==> src/rtl/fcg_pkg.sv <==
// Shared types and helpers for the frame clock generator.
// Assumes: codes index rates 1..2^CODE_W times the base rate.
package fcg_pkg;

    typedef enum logic [1:0] {
        SRC_INTERNAL = 2'd0,
        SRC_EXTERNAL = 2'd1,
        SRC_NONE     = 2'd2
    } ref_src_e;

    // Frame length in reference ticks for a code, rounded to nearest.
    function automatic int unsigned frame_len_f(input int unsigned base,
                                                input int unsigned code);
        int unsigned div;
        div = code + 1;
        return (base + div / 2) / div;
    endfunction

endpackage

==> src/rtl/fcg_ref_select.sv <==
// Reference selection: synchronises the clock pin, detects its rising
// edges and chooses the on-chip tick, the pin edge or nothing.
// Assumes: osc_tick is already synchronous to clk.
module fcg_ref_select
    import fcg_pkg::*;
#(
    parameter int SYNC_STAGES = 2
) (
    input  logic     clk,
    input  logic     rst_n,
    input  logic     osc_off,
    input  logic     clkout_en,
    input  logic     osc_tick,
    input  logic     pin_in,
    output logic     ref_tick,
    output logic     ext_edge,
    output ref_src_e src
);

    localparam int SH_W = SYNC_STAGES + 1;

    logic [SH_W-1:0] sh;

    // Purpose: synchroniser chain plus one history flop for edge detection.
    always_ff @(posedge clk) begin
        if (!rst_n) sh <= '0;
        else        sh <= {sh[SH_W-2:0], pin_in};
    end

    assign ext_edge = sh[SH_W-2] & ~sh[SH_W-1];

    // Purpose: decode the reference source from the configuration bits.
    always_comb begin
        if (!osc_off)       src = SRC_INTERNAL;
        else if (!clkout_en) src = SRC_EXTERNAL;
        else                src = SRC_NONE;
    end

    // Purpose: route the selected reference to the divider.
    always_comb begin
        unique case (src)
            SRC_INTERNAL: ref_tick = osc_tick;
            SRC_EXTERNAL: ref_tick = ext_edge;
            default:      ref_tick = 1'b0;
        endcase
    end

    // a synchronised pin edge never repeats in adjacent cycles
    assert_pin_tick_spaced_R5: assert property (@(posedge clk) disable iff (!rst_n)
        (src == SRC_EXTERNAL && $past(src) == SRC_EXTERNAL && $past(ref_tick))
        |-> !ref_tick);

endmodule

==> src/rtl/fcg_frame_div.sv <==
// Frame divider: counts reference ticks and pulses at each frame end.
// A new rate code is latched only at a boundary or while stopped.
// Assumes: ref_tick is a single-cycle enable.
module fcg_frame_div
    import fcg_pkg::*;
#(
    parameter int BASE_TICKS   = 1024,
    parameter int CODE_W       = 3,
    parameter int DEFAULT_CODE = 1
) (
    input  logic              clk,
    input  logic              rst_n,
    input  logic              run,
    input  logic              ref_tick,
    input  logic [CODE_W-1:0] code,
    output logic              frame_tick
);

    localparam int NCODES = 1 << CODE_W;
    localparam int CNT_W  = $clog2(BASE_TICKS + 1);

    logic [CNT_W-1:0] len_tab [NCODES];
    logic [CNT_W-1:0] len_sel;
    logic [CNT_W-1:0] cur_len;
    logic [CNT_W-1:0] cnt;

    // One length per code, computed at elaboration.
    for (genvar g = 0; g < NCODES; g++) begin : g_len
        assign len_tab[g] = CNT_W'(frame_len_f(BASE_TICKS, g));
    end

    assign len_sel = len_tab[code];

    // Purpose: count ticks, pulse on frame end, latch next length there.
    always_ff @(posedge clk) begin
        if (!rst_n) begin
            cnt        <= '0;
            cur_len    <= CNT_W'(frame_len_f(BASE_TICKS, DEFAULT_CODE));
            frame_tick <= 1'b0;
        end else if (!run) begin
            cnt        <= '0;
            cur_len    <= len_sel;
            frame_tick <= 1'b0;
        end else begin
            frame_tick <= 1'b0;
            if (ref_tick) begin
                if (cnt == cur_len - 1'b1) begin
                    cnt        <= '0;
                    cur_len    <= len_sel;
                    frame_tick <= 1'b1;
                end else begin
                    cnt <= cnt + 1'b1;
                end
            end
        end
    end

    // count stays inside the active frame
    assert_cnt_in_frame_R1: assert property (@(posedge clk) disable iff (!rst_n)
        cnt < cur_len);

    // every frame pulse follows a consumed tick
    assert_tick_caused_R1: assert property (@(posedge clk) disable iff (!rst_n)
        frame_tick |-> $past(ref_tick));

    // active length only moves at a boundary or while stopped
    assert_len_held_R3: assert property (@(posedge clk) disable iff (!rst_n)
        ($past(rst_n) && $past(run) && !frame_tick) |-> $stable(cur_len));

    // no frame pulse after a stopped cycle
    assert_quiet_off_R8: assert property (@(posedge clk) disable iff (!rst_n)
        !run |=> !frame_tick);

endmodule

==> src/rtl/fcg_clk_monitor.sv <==
// Loss detector: raises a flag when the pin reference shows no edge for
// TIMEOUT cycles while watched.
// Assumes: watch is high only in pin-reference mode with display on.
module fcg_clk_monitor #(
    parameter int TIMEOUT = 4096
) (
    input  logic clk,
    input  logic rst_n,
    input  logic watch,
    input  logic ext_edge,
    output logic missing
);

    localparam int CW = $clog2(TIMEOUT + 1);

    logic [CW-1:0] idle_cnt;

    // Purpose: measure idle time since the last edge, saturating.
    always_ff @(posedge clk) begin
        if (!rst_n || !watch || ext_edge) begin
            idle_cnt <= '0;
            missing  <= 1'b0;
        end else begin
            if (idle_cnt != CW'(TIMEOUT)) idle_cnt <= idle_cnt + 1'b1;
            if (idle_cnt == CW'(TIMEOUT - 1)) missing <= 1'b1;
        end
    end

    // an edge always clears the flag
    assert_edge_clears_R9: assert property (@(posedge clk) disable iff (!rst_n)
        ext_edge |=> !missing);

    // flag drops when the pin is not being watched
    assert_unwatched_clear_R9: assert property (@(posedge clk) disable iff (!rst_n)
        !watch |=> !missing);

endmodule

==> src/rtl/fcg_clk_out.sv <==
// Clock output stage: toggles once per on-chip tick while driving, so
// high and low phases are equal; holds low otherwise.
// Assumes: drive_en already includes power-on and mode qualification.
module fcg_clk_out (
    input  logic clk,
    input  logic rst_n,
    input  logic drive_en,
    input  logic osc_tick,
    output logic pin_out,
    output logic pin_oe
);

    logic q;

    // Purpose: divide-by-two toggle flop, cleared while not driving.
    always_ff @(posedge clk) begin
        if (!rst_n)         q <= 1'b0;
        else if (!drive_en) q <= 1'b0;
        else if (osc_tick)  q <= ~q;
    end

    assign pin_out = q;
    assign pin_oe  = drive_en;

    // output settles low once the enable drops
    assert_low_when_off_R6: assert property (@(posedge clk) disable iff (!rst_n)
        !drive_en |=> !pin_out);

    // output only changes phase on a tick
    assert_phase_on_tick_R7: assert property (@(posedge clk) disable iff (!rst_n)
        ($past(rst_n) && drive_en && $past(drive_en) && !$past(osc_tick))
        |-> $stable(pin_out));

endmodule

==> src/rtl/frame_clk_gen.sv <==
// Frame clock generator top: selects the reference, divides it to the
// chosen frame rate, drives the clock pin and watches for a lost pin clock.
// Assumes: configuration inputs come from synchronous register flops.
module frame_clk_gen
    import fcg_pkg::*;
#(
    parameter int BASE_TICKS   = 1024,
    parameter int CODE_W       = 3,
    parameter int DEFAULT_CODE = 1,
    parameter int SYNC_STAGES  = 2,
    parameter int MISS_TIMEOUT = 4096
) (
    input  logic              clk,
    input  logic              rst_n,
    input  logic              osc_tick,
    input  logic              clk_pin_i,
    input  logic              osc_off,
    input  logic              clkout_en,
    input  logic              disp_en,
    input  logic [CODE_W-1:0] frame_sel,
    output logic              frame_tick,
    output logic              clk_pin_o,
    output logic              clk_pin_oe,
    output logic              clk_missing
);

    logic     ref_tick;
    logic     ext_edge;
    ref_src_e src;
    logic     watch;
    logic     drive_en;

    assign watch    = disp_en && (src == SRC_EXTERNAL);
    assign drive_en = disp_en && (src == SRC_INTERNAL) && clkout_en;

    fcg_ref_select #(
        .SYNC_STAGES (SYNC_STAGES)
    ) u_ref (
        .clk       (clk),
        .rst_n     (rst_n),
        .osc_off   (osc_off),
        .clkout_en (clkout_en),
        .osc_tick  (osc_tick),
        .pin_in    (clk_pin_i),
        .ref_tick  (ref_tick),
        .ext_edge  (ext_edge),
        .src       (src)
    );

    fcg_frame_div #(
        .BASE_TICKS   (BASE_TICKS),
        .CODE_W       (CODE_W),
        .DEFAULT_CODE (DEFAULT_CODE)
    ) u_div (
        .clk        (clk),
        .rst_n      (rst_n),
        .run        (disp_en),
        .ref_tick   (ref_tick),
        .code       (frame_sel),
        .frame_tick (frame_tick)
    );

    fcg_clk_out u_out (
        .clk      (clk),
        .rst_n    (rst_n),
        .drive_en (drive_en),
        .osc_tick (osc_tick),
        .pin_out  (clk_pin_o),
        .pin_oe   (clk_pin_oe)
    );

    fcg_clk_monitor #(
        .TIMEOUT (MISS_TIMEOUT)
    ) u_mon (
        .clk      (clk),
        .rst_n    (rst_n),
        .watch    (watch),
        .ext_edge (ext_edge),
        .missing  (clk_missing)
    );

    // no reference configuration yields no frame pulse
    assert_no_ref_quiet_R10: assert property (@(posedge clk) disable iff (!rst_n)
        (osc_off && clkout_en && $past(osc_off && clkout_en)) |-> !frame_tick);

endmodule

==> config.mk <==
export PLATFORM = sky130hd
export DESIGN_NAME = frame_clk_gen
export DESIGN_NICKNAME = d
export VERILOG_FILES = /design/src/rtl/fcg_pkg.sv /design/src/rtl/fcg_ref_select.sv /design/src/rtl/fcg_frame_div.sv /design/src/rtl/fcg_clk_monitor.sv /design/src/rtl/fcg_clk_out.sv /design/src/rtl/frame_clk_gen.sv
export SDC_FILE = /design/constraint.sdc
export NUM_CORES = 1
export LEC_CHECK = 0
export ABC_AREA = 1
export ABC_CLOCK_PERIOD_IN_PS = 1800
export BUFFER_PORTS_ARGS = -buffer_cell sky130_fd_sc_hd__buf_4
export CAP_MARGIN = 20
export CORE_MARGIN = 4
export CORE_UTILIZATION = 30
export DETAILED_ROUTE_END_ITERATION = 7
export PLACE_DENSITY = 0.58
export SYNTH_ARGS = -nofsm -noshare
export SYNTH_HDL_FRONTEND = slang
export SYNTH_SLANG_ARGS = --single-unit
==> constraint.sdc <==
create_clock -name clk -period 1.8 [get_ports clk]
set_clock_uncertainty 0.15 [all_clocks]
set_input_delay 0.09 -clock clk [delete_from_list [all_inputs] [get_ports clk]]
set_output_delay 0.09 -clock clk [all_outputs]
set_load 0.02 [all_outputs]
=== Yosys cells after proc, flatten, opt, wreduce, memory -nomap -nowiden ===
Memories as Yosys holds them, arrays and structs flattened.
Index checks and enable logic that the tools add are counted.

* Bits of input ports: 10
* Bits in registers: 41
* Word-level logic and storage cells: 44
* Memories kept: 1
* ROM bits: 88
* Output and inout port bits: 4

* $add $sub $neg: 3
* Bitwise logic cells: 4
* Equal/unequal tests: 6
* Order comparisons: 1
* Muxes and demuxes: 10
* Reduce and logical (&&, ||, !) cells: 12

{| class="wikitable"
|+ Memory list
! name !! words !! bits a word !! rd ports !! clocked after memory_dff !! write ports !! line !! RTL
|-
| (no name shown) || 8 || 11 || 1 || 0 || 0 || fcg_frame_div.sv:32 || <nowiki>assign len_sel = len_tab[code];</nowiki>
|}

{| class="wikitable"
|+ Operators by type and width
! kind !! number
|-
| 2-to-1 mux 11 bit || 6
|-
| adder 13 x 1 -> 13 bit, second input constant || 1
|-
| equality test 13 x 12 -> 1 bit, second input constant || 1
|-
| inequality test 13 bit, second input constant || 1
|-
| adder 11 x 1 -> 11 bit, second input constant || 1
|-
| equality test 11 bit || 1
|-
| subtractor 11 x 1 -> 11 bit, second input constant || 1
|-
| AND reduction 2 bit || 3
|-
| greater-or-equal comparator 4 bit, second input constant || 1
|-
| 2-to-1 mux 2 bit || 2
|-
| inequality test 2 x 1 -> 1 bit, second input constant || 2
|-
| inverter 3 -> 4 bit || 1
|-
| logical AND 1 bit || 3
|-
| AND reduction 3 bit || 1
|-
| equality test 2 x 1 -> 1 bit, second input constant || 1
|-
| zero test 1 bit || 2
|-
| zero test 2 bit || 1
|-
| logical OR 1 bit || 2
|-
| inverter 1 bit || 2
|-
| one-hot mux 1 bit (2 select lines) || 1
|-
| bitwise AND 1 bit || 1
|-
| 2-to-1 mux 1 bit || 1
|}

=== Depth between registers and ports, before layout ===
Gate-level depths: netlist of run 1.

* Depth after elaboration: 7
* Gate-level depth with buffers: 15
* Depth with buffers taken out: 15

=== Modules after synthesis ===
Synthesis of run 1 repeated with hierarchy kept, for this count alone.

* Cell total of the unflattened synthesis: 403
* Area total of the unflattened synthesis: 2,580.0 µm²

{| class="wikitable"
|+ Modules (own cells, without submodules)
! module !! area each (µm²) !! cells each !! instances !! seq. area each (µm²)
|-
| fcg_frame_div || 1,626.6 || 259 || 1 || 440.4
|-
| fcg_clk_monitor || 747.0 || 112 || 1 || 280.3
|-
| fcg_ref_select || 126.4 || 18 || 1 || 60.1
|-
| fcg_clk_out || 52.6 || 8 || 1 || 20.0
|-
| frame_clk_gen || 27.5 || 6 || 1 || 0.0
|}

=== Worst setup path before layout of run 1 ===
No wires, ideal clock.

* Path type: register to register
* Start: register u_div.cur_len[0]
* End: register u_div.cur_len[9]
* Path buffers: 1
* Setup slack: -0.114 ns
* Arrival: 1.641 ns
* Period minus slack after synthesis: 1.914 ns
* Required time: 1.527 ns
* Cell stages (with the launch flop): 15
* Setup time: 0.123 ns
* Path through: dfxtp_1 inv_1 ha_1 inv_1 nand2_1 nand2_1 nor2_1 nand2_1 nor2_1 nand3_1 nor2_2 nand2_4 buf_2 nand3_1 nand3_1

* Cells in the longest elaborated chain, start to end: 4

{| class="wikitable"
|+ Ends and longest elaborated chain
! what !! line !! RTL
|-
| start, declared || fcg_frame_div.sv:24 || <nowiki>logic [CNT_W-1:0] cur_len;</nowiki>
|-
| start signal, assigned || fcg_frame_div.sv:38 || <nowiki>cur_len <= CNT_W'(frame_len_f(BASE_TICKS, DEFAULT_CODE));</nowiki>
|-
| start signal, assigned || fcg_frame_div.sv:42 || <nowiki>cur_len <= len_sel;</nowiki>
|-
| start signal, assigned || fcg_frame_div.sv:49 || <nowiki>cur_len <= len_sel;</nowiki>
|-
| subtractor 11 x 1 -> 11 bit || fcg_frame_div.sv:47 || <nowiki>if (cnt == cur_len - 1'b1) begin</nowiki>
|-
| equality test 11 bit || fcg_frame_div.sv:47 ||
|-
| inequality test 2 x 1 -> 1 bit (no line) || n/a ||
|-
| AND reduction 2 bit (no line) || n/a ||
|}

Every way passes these cells.
A chain may end at the register's enable or synchronous reset.

=== Final worst setup path of run 1 ===
* Start: register u_div.cur_len[0]
* End: register u_div.cur_len[3]

Same word-level chain as after synthesis.

==> metrics, run 1 <==
status finished, violations left; violated checks negative setup slack; Worst Setup End Kind flop; GRT Total Usage 0.122; Setup CP Type reg -> reg; routed len/inst slightly above 10 um; Die W 93.9 um; largest net degree at the start of global routing 15; Netlist cell types 27; CTS tree done; Syn Inst Count between 300 and 400; Yosys top cell area share 0.361; CTS max path bufs 2; Ys Warns 0; Seq/Total Area, Yosys 0.361; post-DP HPWL 3710 um; die area 8830 um^2; worst endpoint required time between 1.5 and 2 ns; asr flop ratio synth 0; met1 wire length between 2000 and 3000 um; vias per cell 4.36; Port Buffers 13; Max Cap Violations 0; Total Power between 1.5 and 2 mW; Mapped Avg Cell Area 6.54 um^2; Post-Syn Area 2220 um^2; final slew viol count 0; die height 93.9 um; final setup margin -0.0571 ns; synth top area cells dfxtp_1 (36%), nand2_1 (15%), inv_1 (11%); WL met2 2220 um; relative max-transition margin 0.796; initial antenna violation count 0; Worst Max-Slew Pin Slew 0.304 ns; DRT antenna net count 0; Root Driver clkbuf_8; Mapped Nets 356; P per Cell Area slightly below 700 nW/um^2; DR top layer met4; Nets a little under 400; 1st-iter DRT viols ~110; Vias approximately 2,100; gr ovfl total 0; static leakage 1.30 nW; fillers 782; clock latency on the worst-skew pair around 0.3 ns; critical path arrival slightly below 2 ns; Clk pin slew, worst setup/hold paths 0.09 ns; clock sink count 40; crit share post-route 1.03; Yosys reg bits 40; worst hold path type in -> reg; initial core utilization 0.307; Max rail drop VDD 361 uV; Post-synth EDFFs 0; Core Region 7210 um^2; RePlAce Congestion between 0.7 and 0.8; vias in the first global route 1,925; commonest register cell after synthesis dfxtp_1; area leader, netlist dfxtp_1; Syn-to-layout area delta 26.2%; H-tree Lvls 2; largest fanout on the critical path 12; Pre-antenna DRT Iters 4; row count 31; Fin. Hold Viols 0; drt drc 0; count of final setup violators 12; RSZ-0062 raised after global routing yes; startpoint types flop; met3 wire len 171 um; WL final between 4000 and 5000 um; pre-CTS WS -0.131 ns; Num CTS Buffers 5; Fmax 538 MHz; first-pass GRT wire length 8600 um; min Tclk post-route 1.86 ns; Ant. Diodes 0; share of cells above drive strength 1 0.181; I/O pins 14
[Yosys cell counts, types with 2 or more instances]
cell type / count
a21oi_1: 18
buf_2: 3
dfxtp_1: 40
ha_1: 7
inv_1: 64
nand2_1: 90
nand2_4: 2
nand3_1: 22
nand4_1: 11
nor2_1: 31
nor2_2: 5
nor3_1: 9
nor3b_1: 2
o21ai_0: 18
xnor2_1: 4
xor2_1: 2
[repair_timing]
| item | in CTS | in global routing |
|---|---|---|
| pin swaps | 1 | 1 |
| setup buffers | 0 | 1 |
| gates resized for setup | 7 | 6 |
| endpoints found under the setup margin | 23 | 37 |
| hold buffers | 7 | 0 |
| cloned | 0 | 1 |
| endpoints found under the hold margin | 13 | 0 |
[cell type report]
type                       instances  area (um^2)  share of cell area
clock buffer                       5         68.8              0.0246
clock inverter                     3         46.3              0.0166
inverter                          65          244              0.0872
multi-input combinational        229         1190               0.424
sequential                        40          806               0.288
tap                               99          124              0.0443
timing repair buffer              39          317               0.113
timing repair inverter             1         5.00             0.00179
[state kept, by name, indices dropped and copies added, names as in the netlist]
signal,count
u_mon.idle_cnt,13
u_div.cnt,11
u_div.cur_len,10
u_ref.sh,3
u_div.frame_tick,1
u_mon.missing,1
u_out.pin_out,1
[where the power goes]
group	internal, mW	switching [mW]	leakage, nW	total [mW]
sequential	0.901	0.0163	0.326	0.917
combinational	0.104	0.137	0.922	0.241
clock	0.418	0.355	0.0548	0.774
[kinds of logic (layout without fill, tap and decap cells)]
family / Yosys count / count (layout) / synth area share
simple gates: 177 / 177 / 0.356
buf+inv: 70 / 113 / 0.124
flops: 40 / 40 / 0.361
compound gates: 39 / 39 / 0.0954
fa+ha+maj: 7 / 7 / 0.0395
xor+xnor: 6 / 6 / 0.0237
[through the flow]
step	TNS, ns	util	cells	hold slack [ns]	cell area (um^2)
after global routing	-3.80	0.388	481	0.0282	2800
after global placement	-1.16	0.354	464	0.129	2560
after detailed placement	-1.45	0.354	464	0.129	2560
after floorplan	-0.102	-	339	0.0168	2240
after CTS	-0.363	0.383	479	0.000374	2760
final	-0.368	0.388	481	0.00853	2800
[critical path: stages (launching register included)]
cell and delay, ns:
dfxtp_2 0.35, inv_2 0.05, ha_4 0.26, inv_2 0.03, nand2_1 0.05, nand2_1 0.04
nor2_1 0.09, nand2_1 0.05, nor2_1 0.08, nand3_1 0.08, nor2_2 0.13, nand2_4 0.08
nand2_4 0.12, buf_4 0.12, nor2_1 0.03, nor2_1 0.09
[final timing paths]
path	startpoint	endpoint	slack [ns]	cells past startpoint
setup / recovery	u_div.cur_len[0]	u_div.cur_len[3]	-0.06	15
setup reg to reg	u_div.cur_len[0]	u_div.cur_len[3]	-0.06	15
hold reg to reg	u_ref.sh[0]	u_ref.sh[1]	0.27	2
hold / removal	disp_en	u_div.cur_len[7]	0.009	4
[placed cells by master (no fill, tap or decap), types with 11 or more instances in the layout]
cell type / count
dfxtp_1: 36
nand2_1: 88
nor2_1: 30
a21oi_1: 18
buf_4: 31
nand3_1: 22
inv_1: 60
o21ai_0: 18
nand4_1: 11
[metal layers]
metal	track usage	up-vias
met4	0.0469	0
met2	0.195	35
li1	-	1142
met5	0	-
met1	0.161	912
met3	0.0248	7
Power figures use the tool's default switching activity.
==> inputs of run 2 (changes only) <==
--- a/config.mk
+++ b/config.mk
@@ -9,6 +9,7 @@
 export ABC_CLOCK_PERIOD_IN_PS = 1800
 export BUFFER_PORTS_ARGS = -buffer_cell sky130_fd_sc_hd__buf_4
 export CAP_MARGIN = 20
+export CORE_ASPECT_RATIO = 0.9
 export CORE_MARGIN = 4
 export CORE_UTILIZATION = 30
 export DETAILED_ROUTE_END_ITERATION = 7
==> metrics, run 2 (synthesis results as in run 1) <==
status finished, violations left; violated checks negative setup slack; share of cells above drive strength 1 0.221; vias in the first global route roughly 2,000; startpoint types flop; post-DP HPWL 3810 um; CTS max path bufs 2; Die W 98.6 um; min Tclk post-route 1.86 ns; Pre-antenna DRT Iters 6; final slew viol count 0; routed len/inst 10.6 um; I/O pins 14; Most Frequent Cell on Critical Path nand2_1; crit share post-route 1.03; initial antenna violation count 0; largest fanout on the critical path 5; Total Power roughly 1.9 mW; Ant. Diodes 0; first-pass GRT wire length 8850 um; Worst Hold End u_div.cur_len[8]; GRT Total Usage 0.125; Nets 400; P per Cell Area 657 nW/um^2; Max rail drop VDD around 380 uV; CTS tree done; vias per cell between 4 and 5; Max Cap Violations 0; Fmax 538 MHz; Clk pin slew, worst setup/hold paths 0.08 ns; Port Buffers 13; Vias 2,132; Worst Setup End Kind flop; Largest register FFs 13; Top Registers u_mon.idle_cnt: 13 flops, u_div.cnt: 11 flops, u_div.cur_len: 10 flops; largest net degree at the start of global routing 13; count of final setup violators 17; row count 29; Core Region about 7100 um^2; clock latency on the worst-skew pair 0.29 ns; worst flop-to-flop path endpoint u_div.cur_len[0]; DRT antenna net count 0; Syn-to-layout area delta 30.0%; 1st-iter DRT viols 88; max incr delay on CP 0.34 ns; Worst Max-Slew Pin Slew 0.272 ns; RSZ-0062 raised after global routing yes; drt drc 0; Top reg by flops u_mon.idle_cnt; WL final 5080 um; gr ovfl total 0; commonest non-fill, non-tap cell in the layout nand2_1; Num CTS Buffers 5; hold path depth 5; H-tree Lvls 2; Layout Cells excl Fill ~480; pre-CTS WS -0.122 ns; die area 8830 um^2; reg2reg path depth 14; static leakage 1.32 nW; WHS around 0.083 ns; worst r2r src u_div.cur_len[1]; relative max-transition margin 0.817; die height approximately 90 um; critical path arrival roughly 1.9 ns; worst endpoint required time 1.82 ns; initial core utilization 0.312; CP top delay family simple AND/OR/NAND/NOR gates; Setup TNS -0.641 ns; Placed Cells 458; crit path buf inv count 3; fillers 768; Setup CP Type reg -> reg; RePlAce Congestion 0.872; crit-path cells inv_2 > ha_4 > inv_2 > nand2_1 > nand2_1 > nor2_1 > nand2_1 > nor2_1 > nand3_1 > nor2_2 > nand2_4 > buf_6 > nand3_2 > a21oi_2; worst hold path type in -> reg; Fin. Hold Viols 0; r2r setup slk -0.06 ns; worst hold start frame_sel[1]; Crit-path slowest cell dfxtp_2; commonest non-fill, non-tap cells in the layout nand2_1 (87), inv_1 (60), dfxtp_1 (36); Root Driver clkbuf_8; clock sink count 40; final setup margin -0.0604 ns
[run 2: cell count changes in the layout (fill, tap and decap cells not counted), sizes merged]
cell          previous run  this run
buf                     32        34
clkbuf                   5         6
clkinv                   0         1
clkinvlp                 2         1
dlygate4sd3              6         7
dlymetal6s4s             1         0
inv                     66        65
[run 2: worst max path at each step]
stage,start,to,slack [ns],cells past startpoint
global route,u_div.cur_len[1],u_div.cur_len[6],-0.28,14
floorplan,u_div.cur_len[0],u_div.cur_len[0],-0.02,15
detailed placement,u_div.cur_len[1],u_div.cnt[8],-0.12,15
finish,u_div.cur_len[1],u_div.cur_len[0],-0.06,14
CTS,u_div.cur_len[1],u_div.cnt[8],-0.07,15
global placement,u_div.cur_len[0],u_div.cnt[8],-0.08,15
[run 2: tightest hold or removal path, stage by stage]
cell and delay (ns):
buf_4 0.11, inv_1 0.11, nor2_1 0.05, nand2_1 0.06, a21oi_1 0.05
[run 2: routing by layer]
| layer | global-route usage | up-vias | wire length, um |
|---|---|---|---|
| met3 | 0.0265 | 6 | 155 |
| met5 | 0 | - | 0 |
| met2 | 0.227 | 21 | 2430 |
| li1 | - | 1149 | - |
| met4 | 0.0298 | 0 | 70 |
| met1 | 0.152 | 956 | 2430 |
[run 2: timing repair]
action	CTS	global route
gates resized for setup	19	13
hold buffers	7	0
endpoints found under the setup margin	23	33
setup buffers	0	3
cloned	0	1
endpoints found under the hold margin	12	0
pin swaps	3	1
[run 2: area by class of cell]
cell class | instances | area (um^2) | area share
clock buffers | 6 | 72.6 | 0.0252
multi-input cells | 229 | 1270 | 0.439
inverters | 65 | 244 | 0.0847
flip-flops and latches | 40 | 806 | 0.280
repair buffers | 41 | 337 | 0.117
well taps | 93 | 116 | 0.0404
repair inverters | 1 | 5.00 | 0.00174
clock inverters | 2 | 35.0 | 0.0122
[run 2: where the power goes]
part / internal (mW) / switching, mW / leakage [nW]
clock network: 0.412 / 0.307 / 0.0552
registers: 0.901 / 0.0166 / 0.326
logic: 0.110 / 0.148 / 0.941
total: 1.42 / 0.471 / 1.32
[run 2: through the flow]
| step | cell area [um^2] | util |
|---|---|---|
| 2_1_floorplan | 2240 | - |
| 3_3_place_gp | 2550 | 0.358 |
| 6_report | 2880 | 0.405 |
| 4_1_cts | 2810 | 0.395 |
| 3_5_place_dp | 2550 | 0.358 |
| 5_1_grt | 2880 | 0.405 |
==> inputs of run 3 (changes only) <==
--- a/config.mk
+++ b/config.mk
@@ -8,12 +8,11 @@
 export ABC_AREA = 1
 export ABC_CLOCK_PERIOD_IN_PS = 1800
 export BUFFER_PORTS_ARGS = -buffer_cell sky130_fd_sc_hd__buf_4
-export CAP_MARGIN = 20
 export CORE_ASPECT_RATIO = 0.9
 export CORE_MARGIN = 4
-export CORE_UTILIZATION = 30
+export CORE_UTILIZATION = 50
 export DETAILED_ROUTE_END_ITERATION = 7
-export PLACE_DENSITY = 0.58
+export PLACE_DENSITY = 0.81
 export SYNTH_ARGS = -nofsm -noshare
 export SYNTH_HDL_FRONTEND = slang
 export SYNTH_SLANG_ARGS = --single-unit
==> metrics, run 3 (synthesis results as in run 1) <==
Setup TNS -2.40 ns; RSZ-0062 raised after global routing yes; Top reg by flops u_mon.idle_cnt; final instance area 2760 um^2; initial antenna violation count 0; worst hold path type in -> reg; final core occ 0.660; Top Registers u_mon.idle_cnt: 13 flops, u_div.cnt: 11 flops, u_div.cur_len: 10 flops; initial core utilization 0.530; I/O pins 14; count of final setup violators 22; placed cell area 2500 um^2; Max rail drop VDD 753 uV; DRT antenna net count 0; 1st-iter DRT viols 175; WHS 0.0676 ns; RePlAce Congestion around 0.92; Layout Cells excl Fill ~440; Core Region 4180 um^2; worst endpoint required time 1.83 ns; Setup CP Type reg -> reg; clock sink count 40; commonest non-fill, non-tap cells in the layout nand2_1 (87), inv_1 (60), dfxtp_1 (37); GRT Total Usage 0.194; Vias ~2,200; die area 5560 um^2; vias in the first global route 1,988; hold path depth 5; Largest register FFs 13; Total Power 1.75 mW; Syn-to-layout area delta 24.6%; row count 22; startpoint types flop; Clk pin slew, worst setup/hold paths about 0.08 ns; Placed Cells about 420; Fin. Hold Viols 0; drt drc 0; reg2reg path depth 14; Pre-antenna DRT Iters 4; min Tclk post-route between 1.5 and 2 ns; final setup margin -0.166 ns; largest net degree at the start of global routing 13; Port Buffers 13; routed len/inst 12.1 um; final slew viol count 0; share of cells above drive strength 1 0.189; WL final 5350 um; gr ovfl total 0; post-DP HPWL 3680 um; P per Cell Area roughly 630 nW/um^2; die height 71.2 um; Num CTS Buffers 5; H-tree Lvls 2; first-pass GRT wire length ~8500 um; Max Cap Violations 0; Root Driver clkbuf_8; largest fanout on the critical path 7; Die W 78.2 um; CTS max path bufs 2; Worst Setup End Kind flop; Worst Max-Slew Pin Slew 0.348 ns; violated checks negative setup slack; vias per cell about 5.1; critical path arrival 2.00 ns; status finished, violations left; Ant. Diodes 0; Nets 398; Fmax between 500 and 600 MHz; pre-CTS WS -0.145 ns; relative max-transition margin 0.767; fillers around 330; CTS tree done; crit share post-route 1.09; static leakage 1.29 nW; clock latency on the worst-skew pair 0.29 ns; commonest non-fill, non-tap cell in the layout nand2_1
==> run 3: path summary, 6_finish.rpt <==
path	startpoint	slack [ns]	end
worst min register to register	u_ref.sh[0]	0.28	u_ref.sh[1]
worst max register to register	u_div.cur_len[1]	-0.17	u_div.cur_len[0]
worst max-delay path	u_div.cur_len[1]	-0.17	u_div.cur_len[0]
worst min-delay path	frame_sel[1]	0.07	u_div.cur_len[8]
==> run 3: repair_timing <==
action / 4_1_cts / 5_1_grt
hold buffers: 8 / 0
hold endpoints to repair: 13 / 0
pin swaps: 5 / 6
endpoints found under the setup margin: 23 / 26
setup buffers: 0 / 2
gates resized for setup: 8 / 15
==> run 3: layer usage <==
| layer | part of all wire | global-route usage |
|---|---|---|
| met5 | 0 | 0 |
| met4 | 0.020 | 0.0796 |
| met3 | 0.053 | 0.0496 |
| met2 | 0.48 | 0.315 |
| met1 | 0.45 | 0.246 |
==> run 3: report_power, final <==
part           switching (mW)  leakage, nW  internal, mW
registers              0.0192        0.326         0.901
clock network           0.308       0.0400         0.262
logic                   0.149        0.925         0.107
==> run 3: cell type report <==
class	instances	area, um^2	area share
clock buffers	5	68.8	0.0249
repair buffers	40	328	0.119
multi-input cells	229	1230	0.445
flip-flops and latches	40	805	0.291
clock inverters	2	12.5	0.00453
inverters	65	244	0.0884
well taps	60	75.1	0.0272
==> run 3: critical path, cell delays in order (launching register included) <==
cell	delay (ns)
dfxtp_2	0.34
inv_2	0.05
ha_4	0.26
inv_2	0.03
nand2_1	0.05
nand2_1	0.06
nor2_2	0.07
nand2_1	0.05
nor2_1	0.10
nand3_1	0.10
nor2_2	0.18
nand2_4	0.12
buf_6	0.16
nand3_1	0.07
a21oi_1	0.07
